--- src/rtl/xseq_pkg.sv ---
package xseq_pkg;
  typedef enum logic [2:0] {
    OP_NONE   = 3'd0,
    OP_START  = 3'd1,
    OP_RSTART = 3'd2,
    OP_STOP   = 3'd3,
    OP_WRITE  = 3'd4,
    OP_READ   = 3'd5
  } op_e;

  typedef enum logic [1:0] {
    SEQ_WR   = 2'd0,
    SEQ_RD   = 2'd1,
    SEQ_WRRD = 2'd2,
    SEQ_WRWR = 2'd3
  } seq_e;

  typedef enum logic [2:0] {
    STP_START, STP_HDR, STP_LOW, STP_TX0, STP_TX1, STP_RSTART, STP_RX, STP_STOP
  } step_e;

  typedef enum logic [2:0] {
    ST_IDLE, ST_CHECK, ST_FETCH, ST_WAIT, ST_DRAIN
  } state_e;

  localparam logic [3:0] RC_BUSY   = 4'h1;
  localparam logic [3:0] RC_DONE   = 4'h0;
  localparam logic [3:0] RC_NACK   = 4'hF;
  localparam logic [3:0] RC_BUSERR = 4'hE;
  localparam logic [3:0] RC_ARB    = 4'hD;
  localparam logic [3:0] RC_USAGE  = 4'hC;

  localparam int FLG_W = 5;
  localparam int FB_TEN = 4;
endpackage

--- src/rtl/xseq_decode.sv ---
module xseq_decode
  import xseq_pkg::*;
#(
  parameter int LEN_W = 8
) (
  input  logic [FLG_W-1:0] flags,
  input  logic [LEN_W-1:0] len0,
  input  logic [LEN_W-1:0] len1,
  output seq_e             seq,
  output logic             ten,
  output logic             fault,
  output logic [LEN_W-1:0] rd_len,
  output logic             rd_buf,
  output logic             hdr_read,
  output logic             need_sr
);
  logic [3:0] kind;
  logic       kind_bad;

  assign kind     = flags[3:0];
  assign ten      = flags[FB_TEN];
  assign kind_bad = ($countones(kind) != 1);

  always_comb begin
    seq = SEQ_WR;
    unique case (1'b1)
      kind[1]: seq = SEQ_RD;
      kind[2]: seq = SEQ_WRRD;
      kind[3]: seq = SEQ_WRWR;
      default: seq = SEQ_WR;
    endcase
  end

  always_comb begin
    rd_len = '0;
    rd_buf = 1'b0;
    if (seq == SEQ_RD) rd_len = len0;
    if (seq == SEQ_WRRD) begin
      rd_len = len1;
      rd_buf = 1'b1;
    end
  end

  assign fault    = kind_bad ||
                    (((seq == SEQ_RD) || (seq == SEQ_WRRD)) && (rd_len == '0));
  assign hdr_read = (seq == SEQ_RD) && !ten;
  assign need_sr  = (seq == SEQ_WRRD) || ((seq == SEQ_RD) && ten);
endmodule

--- src/rtl/xseq_addr.sv ---
module xseq_addr (
  input  logic [9:0] addr,
  input  logic       ten,
  input  logic       rw,
  output logic [7:0] hdr,
  output logic [7:0] lo
);
  localparam logic [4:0] TEN_MARK = 5'b11110;

  assign hdr = ten ? {TEN_MARK, addr[9:8], rw} : {addr[7:1], rw};
  assign lo  = addr[7:0];
endmodule

--- src/rtl/i2c_xfer_seq.sv ---
module i2c_xfer_seq
  import xseq_pkg::*;
#(
  parameter int LEN_W = 8
) (
  input  logic             clk,
  input  logic             rst,
  input  logic             start,
  input  logic [15:0]      cfg_addr,
  input  logic [15:0]      cfg_flags,
  input  logic [LEN_W-1:0] cfg_len0,
  input  logic [LEN_W-1:0] cfg_len1,
  output logic             busy,
  output logic             res_valid,
  output logic [3:0]       res_code,
  output logic             buf_idx,
  input  logic             tx_valid,
  input  logic [7:0]       tx_data,
  output logic             tx_ready,
  output logic             rx_valid,
  output logic [7:0]       rx_data,
  input  logic             rx_ready,
  output logic             cmd_valid,
  output logic [2:0]       cmd_op,
  output logic [7:0]       cmd_byte,
  output logic             cmd_nack,
  input  logic             eng_done,
  input  logic             eng_ack,
  input  logic [7:0]       eng_rdata,
  input  logic             eng_arb_lost,
  input  logic             eng_bus_err
);
  localparam logic [LEN_W-1:0] ONE = LEN_W'(1);

  state_e           state;
  step_e            stp;
  logic [LEN_W-1:0] cnt;
  logic             in_sr;
  logic [3:0]       code_r;
  logic [9:0]       a_r;
  logic [FLG_W-1:0] f_r;
  logic [LEN_W-1:0] l0_r, l1_r;

  logic unused_cfg;
  assign unused_cfg = ^{cfg_addr[15:10], cfg_flags[15:FLG_W]};

  seq_e             seq;
  logic             ten, fault, rd_buf, hdr_read, need_sr;
  logic [LEN_W-1:0] rd_len;
  logic [7:0]       hdr_b, lo_b;

  xseq_decode #(.LEN_W(LEN_W)) u_dec (
    .flags(f_r), .len0(l0_r), .len1(l1_r), .seq(seq), .ten(ten), .fault(fault),
    .rd_len(rd_len), .rd_buf(rd_buf), .hdr_read(hdr_read), .need_sr(need_sr)
  );

  xseq_addr u_addr (
    .addr(a_r), .ten(ten), .rw(in_sr | hdr_read), .hdr(hdr_b), .lo(lo_b)
  );

  // Step that follows the last data write of buffer 0
  step_e            aft_stp, dat_stp, nstp;
  logic [LEN_W-1:0] aft_cnt, dat_cnt, ncnt;

  always_comb begin
    aft_stp = STP_STOP;
    aft_cnt = cnt;
    if ((seq == SEQ_WRWR) && (l1_r != '0)) begin
      aft_stp = STP_TX1;
      aft_cnt = l1_r;
    end else if (need_sr) begin
      aft_stp = STP_RSTART;
    end
  end

  // First step after the opening address bytes
  always_comb begin
    dat_stp = aft_stp;
    dat_cnt = aft_cnt;
    if (seq == SEQ_RD) begin
      if (need_sr) begin
        dat_stp = STP_RSTART;
        dat_cnt = cnt;
      end else begin
        dat_stp = STP_RX;
        dat_cnt = rd_len;
      end
    end else if (l0_r != '0) begin
      dat_stp = STP_TX0;
      dat_cnt = l0_r;
    end
  end

  always_comb begin
    nstp = STP_STOP;
    ncnt = cnt;
    unique case (stp)
      STP_START:  nstp = STP_HDR;
      STP_HDR: begin
        if (in_sr) begin
          nstp = STP_RX;
          ncnt = rd_len;
        end else if (ten) begin
          nstp = STP_LOW;
        end else begin
          nstp = dat_stp;
          ncnt = dat_cnt;
        end
      end
      STP_LOW: begin
        nstp = dat_stp;
        ncnt = dat_cnt;
      end
      STP_TX0: begin
        if (cnt > ONE) begin
          nstp = STP_TX0;
          ncnt = cnt - ONE;
        end else begin
          nstp = aft_stp;
          ncnt = aft_cnt;
        end
      end
      STP_TX1: begin
        if (cnt > ONE) begin
          nstp = STP_TX1;
          ncnt = cnt - ONE;
        end
      end
      STP_RSTART: nstp = STP_HDR;
      STP_RX: begin
        if (cnt > ONE) begin
          nstp = STP_RX;
          ncnt = cnt - ONE;
        end
      end
      default:    nstp = STP_STOP;
    endcase
  end

  // Command produced on entering the next step
  op_e  e_op;
  logic [7:0] e_byte;
  logic e_nack, e_fetch, e_buf;

  always_comb begin
    e_op    = OP_STOP;
    e_byte  = 8'h00;
    e_nack  = 1'b0;
    e_fetch = 1'b0;
    e_buf   = buf_idx;
    unique case (nstp)
      STP_HDR: begin
        e_op   = OP_WRITE;
        e_byte = hdr_b;
      end
      STP_LOW: begin
        e_op   = OP_WRITE;
        e_byte = lo_b;
      end
      STP_TX0: begin
        e_fetch = 1'b1;
        e_buf   = 1'b0;
      end
      STP_TX1: begin
        e_fetch = 1'b1;
        e_buf   = 1'b1;
      end
      STP_RSTART: e_op = OP_RSTART;
      STP_RX: begin
        e_op   = OP_READ;
        e_nack = (ncnt == ONE);
        e_buf  = rd_buf;
      end
      default:    e_op = OP_STOP;
    endcase
  end

  logic wr_step, ok_done, adv;
  assign wr_step = (stp == STP_HDR) || (stp == STP_LOW) || (stp == STP_TX0) || (stp == STP_TX1);
  assign ok_done = eng_done && !eng_arb_lost && !eng_bus_err;
  assign adv = ((state == ST_WAIT) && ok_done && (stp != STP_STOP) && (stp != STP_RX) &&
                !(wr_step && !eng_ack)) ||
               ((state == ST_DRAIN) && rx_ready);

  assign tx_ready = (state == ST_FETCH);

  always_ff @(posedge clk) begin
    if (rst) begin
      state     <= ST_IDLE;
      stp       <= STP_START;
      cnt       <= '0;
      in_sr     <= 1'b0;
      code_r    <= RC_DONE;
      a_r       <= '0;
      f_r       <= '0;
      l0_r      <= '0;
      l1_r      <= '0;
      busy      <= 1'b0;
      res_valid <= 1'b0;
      res_code  <= RC_DONE;
      buf_idx   <= 1'b0;
      rx_valid  <= 1'b0;
      rx_data   <= 8'h00;
      cmd_valid <= 1'b0;
      cmd_op    <= OP_NONE;
      cmd_byte  <= 8'h00;
      cmd_nack  <= 1'b0;
    end else begin
      cmd_valid <= 1'b0;
      res_valid <= 1'b0;
      unique case (state)
        ST_IDLE: begin
          if (start) begin
            a_r      <= cfg_addr[9:0];
            f_r      <= cfg_flags[FLG_W-1:0];
            l0_r     <= cfg_len0;
            l1_r     <= cfg_len1;
            in_sr    <= 1'b0;
            code_r   <= RC_DONE;
            busy     <= 1'b1;
            res_code <= RC_BUSY;
            state    <= ST_CHECK;
          end
        end
        ST_CHECK: begin
          if (fault) begin
            busy      <= 1'b0;
            res_valid <= 1'b1;
            res_code  <= RC_USAGE;
            state     <= ST_IDLE;
          end else begin
            stp       <= STP_START;
            cmd_valid <= 1'b1;
            cmd_op    <= OP_START;
            cmd_byte  <= 8'h00;
            cmd_nack  <= 1'b0;
            state     <= ST_WAIT;
          end
        end
        ST_FETCH: begin
          if (tx_valid) begin
            cmd_valid <= 1'b1;
            cmd_op    <= OP_WRITE;
            cmd_byte  <= tx_data;
            cmd_nack  <= 1'b0;
            state     <= ST_WAIT;
          end
        end
        ST_WAIT: begin
          if (eng_done) begin
            if (eng_arb_lost || eng_bus_err) begin
              busy      <= 1'b0;
              res_valid <= 1'b1;
              res_code  <= eng_arb_lost ? RC_ARB : RC_BUSERR;
              state     <= ST_IDLE;
            end else if (stp == STP_STOP) begin
              busy      <= 1'b0;
              res_valid <= 1'b1;
              res_code  <= code_r;
              state     <= ST_IDLE;
            end else if (wr_step && !eng_ack) begin
              code_r    <= RC_NACK;
              stp       <= STP_STOP;
              cmd_valid <= 1'b1;
              cmd_op    <= OP_STOP;
              cmd_byte  <= 8'h00;
              cmd_nack  <= 1'b0;
            end else if (stp == STP_RX) begin
              rx_valid <= 1'b1;
              rx_data  <= eng_rdata;
              state    <= ST_DRAIN;
            end
          end
        end
        ST_DRAIN: begin
          if (rx_ready) rx_valid <= 1'b0;
        end
        default: state <= ST_IDLE;
      endcase

      if (adv) begin
        stp     <= nstp;
        cnt     <= ncnt;
        buf_idx <= e_buf;
        if (nstp == STP_RSTART) in_sr <= 1'b1;
        if (e_fetch) begin
          state <= ST_FETCH;
        end else begin
          cmd_valid <= 1'b1;
          cmd_op    <= e_op;
          cmd_byte  <= e_byte;
          cmd_nack  <= e_nack;
          state     <= ST_WAIT;
        end
      end
    end
  end
endmodule

--- config.mk ---
export PLATFORM = sky130hd
export DESIGN_NAME = i2c_xfer_seq
export DESIGN_NICKNAME = d
export VERILOG_FILES = /design/src/rtl/xseq_pkg.sv /design/src/rtl/xseq_decode.sv /design/src/rtl/xseq_addr.sv /design/src/rtl/i2c_xfer_seq.sv
export SDC_FILE = /design/constraint.sdc
export NUM_CORES = 1
export LEC_CHECK = 0
export ABC_AREA = 1
export CAP_MARGIN = 30
export CORE_MARGIN = 5
export CORE_UTILIZATION = 45
export DETAILED_ROUTE_END_ITERATION = 16
export PLACE_DENSITY = 0.74
export SKIP_LAST_GASP = 1
export SLEW_MARGIN = 20
export SYNTH_ARGS = -nofsm -noshare
export SYNTH_HDL_FRONTEND = slang
export SYNTH_HIERARCHICAL = 1
export SYNTH_SLANG_ARGS = --single-unit
--- constraint.sdc ---
create_clock -name clk -period 2.7 [get_ports clk]
set_input_delay 0.54 -clock clk [delete_from_list [all_inputs] [get_ports clk]]
set_output_delay 0.54 -clock clk [all_outputs]
set_load 0.01 [all_outputs]
== Word level (Yosys, flattened, before mapping) ==
Cells that the tools add are included.
Storage, ports and cells
  register bits: 79
  input port bits: 73
  logic and storage cells: 238
Operators by class
  add/sub/neg operators: 4
  order comparisons: 1
  eq/ne operators: 44
  muxes and demuxes: 119
  bitwise operators: 4
  reductions and logical operators: 47
Operators with widths (count)
  $mux W8: 19
  $mux W3: 27
  $mux W1: 40
  $mux W4: 10
  $add A32 B32 Y32: 1
  $ne A32 B2 Y1 const B: 1
  $pmux W8 S4: 1
  $eq A3 B3 Y1 const B: 8
  $pmux W8 S3: 1
  $reduce_and A6 Y1: 4
  $ne A3 B3 Y1 const B: 7
  $eq A3 B2 Y1 const B: 6
  $pmux W3 S3: 2
  $pmux W3 S6: 1
  $ne A2 B2 Y1 const B: 8
  $pmux W8 S2: 1
  $reduce_bool A8 Y1: 2
  $pmux W3 S5: 1
  $logic_and A1 B1 Y1: 12
  $mux W2: 6
  $pmux W1 S3: 4
  $pmux W4 S3: 1
  $eq A3 B1 Y1 const B: 3
  $reduce_bool A3 Y1: 3
  other kinds (26): 50

== Logic depth before layout (Yosys ltp) ==
  depth in word-level cells: 16
  gate-level depth with buffers: 19

== Modules after synthesis ==
The synthesis kept the hierarchy.
By module, submodules not included
  i2c_xfer_seq: times used 1, cells an instance 727, area each 4500.6 sq um, sequential area each 1501.4 sq um
  xseq_decode: times used 1, cells an instance 73, area each 357.8 sq um, sequential area each 0.0 sq um
  xseq_addr: times used 1, cells an instance 22, area each 126.4 sq um, sequential area each 0.0 sq um

== Worst setup path after synthesis ==
OpenSTA, ideal clock, no wires.
  path kind: register to register
  start point: register f_r[0]
  end point: register cmd_byte[1]
  setup time: 0.120 ns
  arrival: 2.343 ns
  required time: 2.580 ns
  slack: 0.237 ns
  cell stages (with the launch flop): 16
  period minus slack after synthesis: 2.463 ns
  cell sequence: dfxtp_1 -> inv_1 -> fa_1 -> inv_1 -> ha_1 -> ha_1 -> nor3b_1 -> nand2_1 -> nor2_1 -> inv_1 -> nand3_1 -> clkinv_1 -> nand2_1 -> nand3_1 -> nand2_1 -> a21oi_1
On the way
  longest elaborated chain between the ends: 8
RTL lines
  start: declaration: line i2c_xfer_seq.sv:41  | logic [FLG_W-1:0] f_r;
  start signal: assignment: line i2c_xfer_seq.sv:215  | f_r <= cfg_flags[FLG_W-1:0];
  $add A1 B1 Y2 (implied by the code) (*): line xseq_decode.sv:22  | assign kind_bad = ($countones(kind) != 1);
  $add A32 B32 Y32 (implied by the code) (*): line xseq_decode.sv:22
  $ne A32 B2 Y1 (*): line xseq_decode.sv:22
  $logic_or A1 B1 Y1 (*): line xseq_decode.sv:44  | assign fault = kind_bad ||
  net fault: line i2c_xfer_seq.sv:48  | logic ten, fault, rd_buf, hdr_read, need_sr;
  $mux W8 (*): line i2c_xfer_seq.sv:226  | if (fault) begin
  $pmux W8 S3 (*): line i2c_xfer_seq.sv:211  | unique case (state)
  $mux W8: line i2c_xfer_seq.sv:286  | if (e_fetch) begin
  $mux W8 (*): line i2c_xfer_seq.sv:281  | if (adv) begin
  end signal: assignment: line i2c_xfer_seq.sv:244  | cmd_byte <= tx_data;
  end signal: assignment: line i2c_xfer_seq.sv:291  | cmd_byte <= e_byte;
  end: declaration: line i2c_xfer_seq.sv:25  | output logic [7:0] cmd_byte,
Mark *: on every way through the listed nets, which the timed path passes. The rest lies on a longest branch.
A chain may end at the register's enable or synchronous reset.

== Final worst setup path ==
  start point: register f_r[0]
  end point: register stp[0]
On the way
  longest elaborated chain between the ends: 6
RTL lines
  $add A1 B1 Y2 (implied by the code): line xseq_decode.sv:22
  $add A32 B32 Y32 (implied by the code): line xseq_decode.sv:22
  $ne A32 B2 Y1: line xseq_decode.sv:22
  $logic_or A1 B1 Y1: line xseq_decode.sv:44
  net fault: line i2c_xfer_seq.sv:48
  $ne A3 B3 Y1 (no line)
  $reduce_and A6 Y1 (no line)
  end signal: assignment: line i2c_xfer_seq.sv:282  | stp <= nstp;
  end: declaration: line i2c_xfer_seq.sv:36  | step_e stp;
The timed path passes the listed nets, and every way through them passes these cells.

==> summary.md <==
| Metric | Value |
|---|---|
| Status | `finished, final reports clean` |
| Top fanout value on the critical path | `4` |
| CTS tree | `done` |
| Pins Over Slew Limit | `0` |
| Number of CTS-inserted buffers | `9` |
| Area leader, netlist | `dfxtp_1` |
| Worst hold slack | `467.2 ps` |
| Worst reg2reg startpoint | `f_r[0]` |
| Post-CTS setup buffers | `0` |
| Root buffer cell | `clkbuf_8` |
| List of most frequent post-synthesis cells | `249 x nand2_1, 92 x a21oi_1, 77 x nor2_1` |
| Pin count of the biggest net entering global routing | `42` |
| Post-route clock period utilization | `96.87%` |
| Setup slack, reg-to-reg | `80 ps` |
| Required time worst endpoint | `2930 ps` |
| Clock latency on the worst-skew pair | `370 ps` |
| Relative slew margins | `50.11%` |
| Synth Instances | `822` |
| Area contributors post-synth | `dfxtp_1 30%, nand2_1 19%, a21oi_1 9.2%` |
| Post-synth EDFFs | `0` |
| Data arrival, critical path | `2840 ps` |
| Slew @ Worst Pin | `743.4 ps` |
| Via-per-instance ratio | `5.156` |
| FILL cells | `1062` |
| Ant diodes | `0` |
| RSZ-0062 raised after global routing | `true` |
| Top-count cell post-synth | `nand2_1` |
| CP endpoint kind | `register` |
| PortBufs | `85` |
| Die area | `13280 um2` |
| Clock Tree Buf Depth | `2` |
| Synth Area per Inst | `6.064 um2` |
| Critical Path Source | `f_r[0]` |
| Number of global-route vias before repair | `5061` |
| Top Ports | `103` |
| Core footprint | `10840 um2` |
| Fmax | `0.3824 GHz` |
| Tmin final | `2615 ps` |
| Drt pass-1 iters | `5` |
| Seq/Total Area, Yosys | `30.12%` |
| Placed Area | `6136 um2` |
| Worst Reg2Reg Path Length in Cells | `13` |
| Post-Syn Nets | `902` |
| Die Y | `115.3 um` |
| Antenna violations before repair | `0` |
| Layout Nets | `1003` |
| All-layer global routing usage | `22.08%` |
| Post-route setup slack | `84.63 ps` |
| Fraction of registers with async set/reset | `0%` |
| Fin area | `6444 um2` |
| Gp weighted congestion | `0.9691` |
| First-pass GRT wire length | `23810 um` |
| Worst IR drop on VDD | `0.4564 mV` |
| Final setup violation count | `0` |
| Share of the synthesized area in the top cell type | `30.12%` |
| Synth Warn # | `6` |
| Starting density of the core | `45.98%` |
| DR DRC count | `0` |
| Setup crit end | `stp[0]` |
| Worst slack, placed | `-85.43 ps` |
| Leak | `0.002956 uW` |
| Maxcap violations | `0` |
| Grt ovf | `0` |
| Wire per inst | `13.62 um` |
| Post-detailed-route count of antenna-violating nets | `0` |
| Final Hold Viols | `0` |
| Crit start category | `register` |
| Clock Sinks | `75` |
| Hold WC Path Type | `register to register` |
| WS Path Type | `register to register` |
| Share of layout cells above drive strength 1 | `13.69%` |
| Seq cells post-synth | `75` |
| Clock transition at path regs | `90 ps` |
| Mapped Area | `4985 um2` |
| # rows | `38` |
| Hold path startpoint | `res_code[1]` |
| Total wire length | `14540 um` |
| Die Span X | `115.3 um` |
| R2R Path End | `stp[0]` |
| First DRT Iteration DRCs | `340` |
| Max H-tree Level | `3` |
| DP HPWL | `10850 um` |
| Worst clock skew | `15.54 ps` |
| Area Growth Syn to Fin | `29.27%` |
| Via count | `5507` |
| Pwr per Cell Area | `1211 nW/um2` |
| Main flop type after synthesis | `dfxtp_1` |
| Distinct cells, synth | `43` |
[stage by stage]
stage,TNS (ps),std cells,power (uW),util (%)
after floorplan,0,822,5130,-
after global placement,-356.1,1052,6562,56.60
after detailed placement,-968.2,1052,6611,56.60
after CTS,0,1068,7593,58.62
after global routing,-150.1,1068,8501,59.44
final,0,1068,7806,59.44
[layout make-up]
class / count / area (um2) / area share (%)
Timing Repair Buffer: 133 / 1240 / 19.24
Clock buffer: 9 / 123.9 / 1.922
Tap cell: 140 / 175.2 / 2.718
Clock inverter: 7 / 83.83 / 1.301
Sequential cell: 75 / 1509 / 23.42
Inverter: 94 / 360.3 / 5.592
Multi-Input combinational cell: 610 / 2952 / 45.81
[how the worst min path moves through the flow]
stage,end,slack (ps),depth (start not counted)
finish,res_code[1],470,2
global route,busy,490,2
CTS,busy,470,2
detailed placement,busy,450,2
global placement,busy,450,2
floorplan,f_r[0],450,2
[logic make-up after synthesis]
logic type / share of synthesized area, %
and+or+nand+nor: 36.45
adders and majority gates: 1.908
DFF: 30.12
xor gates and xnor gates: 0.3515
AOI/OAI and AO/OA: 18.73
buffers and inverters: 12.45
[state kept, by name, summed over array words and instances, names as in the netlist, 3 cells and up]
register / cells
rx_data: 8
a_r: 10
res_code: 3
stp: 3
cmd_op: 3
cmd_byte: 8
cnt: 8
l0_r: 8
l1_r: 8
f_r: 5
state: 3
[placed cells by master (no fill, tap or decap), drive strengths merged, types with 3 or more instances in the layout]
cell type	instances
or2	5
nand3	71
a31oi	5
clkbuf	9
ha	6
o211ai	3
a211oi	7
nand2	254
a21oi	93
clkinv	5
dfxtp	75
nor2	86
o21ai	60
inv	94
buf	48
nor3	6
nand4	4
clkdlybuf4s50	85
[worst max-delay path, cell delays in order (launching register included)]
cell	delay, ps
dfxtp_2	340
inv_2	40
fa_1	550
inv_2	50
ha_4	160
ha_4	200
nor3b_2	200
nand2_2	150
nor2_4	170
inv_2	80
a32oi_2	250
nand2_2	110
a21oi_1	130
a211oi_1	50
[routing by layer]
metal  part of all wire, %  vias to the layer above  GRT usage, %  wire length, um
met3                   6.4                       29         4.421              933
li1                      -                     2849             -                -
met5                     0                        -             0                0
met2                    44                      182         34.49             6414
met1                    47                     2447         30.02             6843
met4                   2.4                        0         8.529              350
[repair_timing]
action	4_1_cts	5_1_grt
hold buffers	0	0
resized for setup	4	27
endpoints found under the setup margin	16	25
pin swaps	3	10
hold endpoints to repair	0	0
[power breakdown]
| part | internal [uW] | switching (uW) |
|---|---|---|
| clock network | 443 | 489 |
| registers | 1430 | 322 |
| logic | 1960 | 3160 |
| total | 3830 | 3970 |
(Power assumes the default switching activity.)
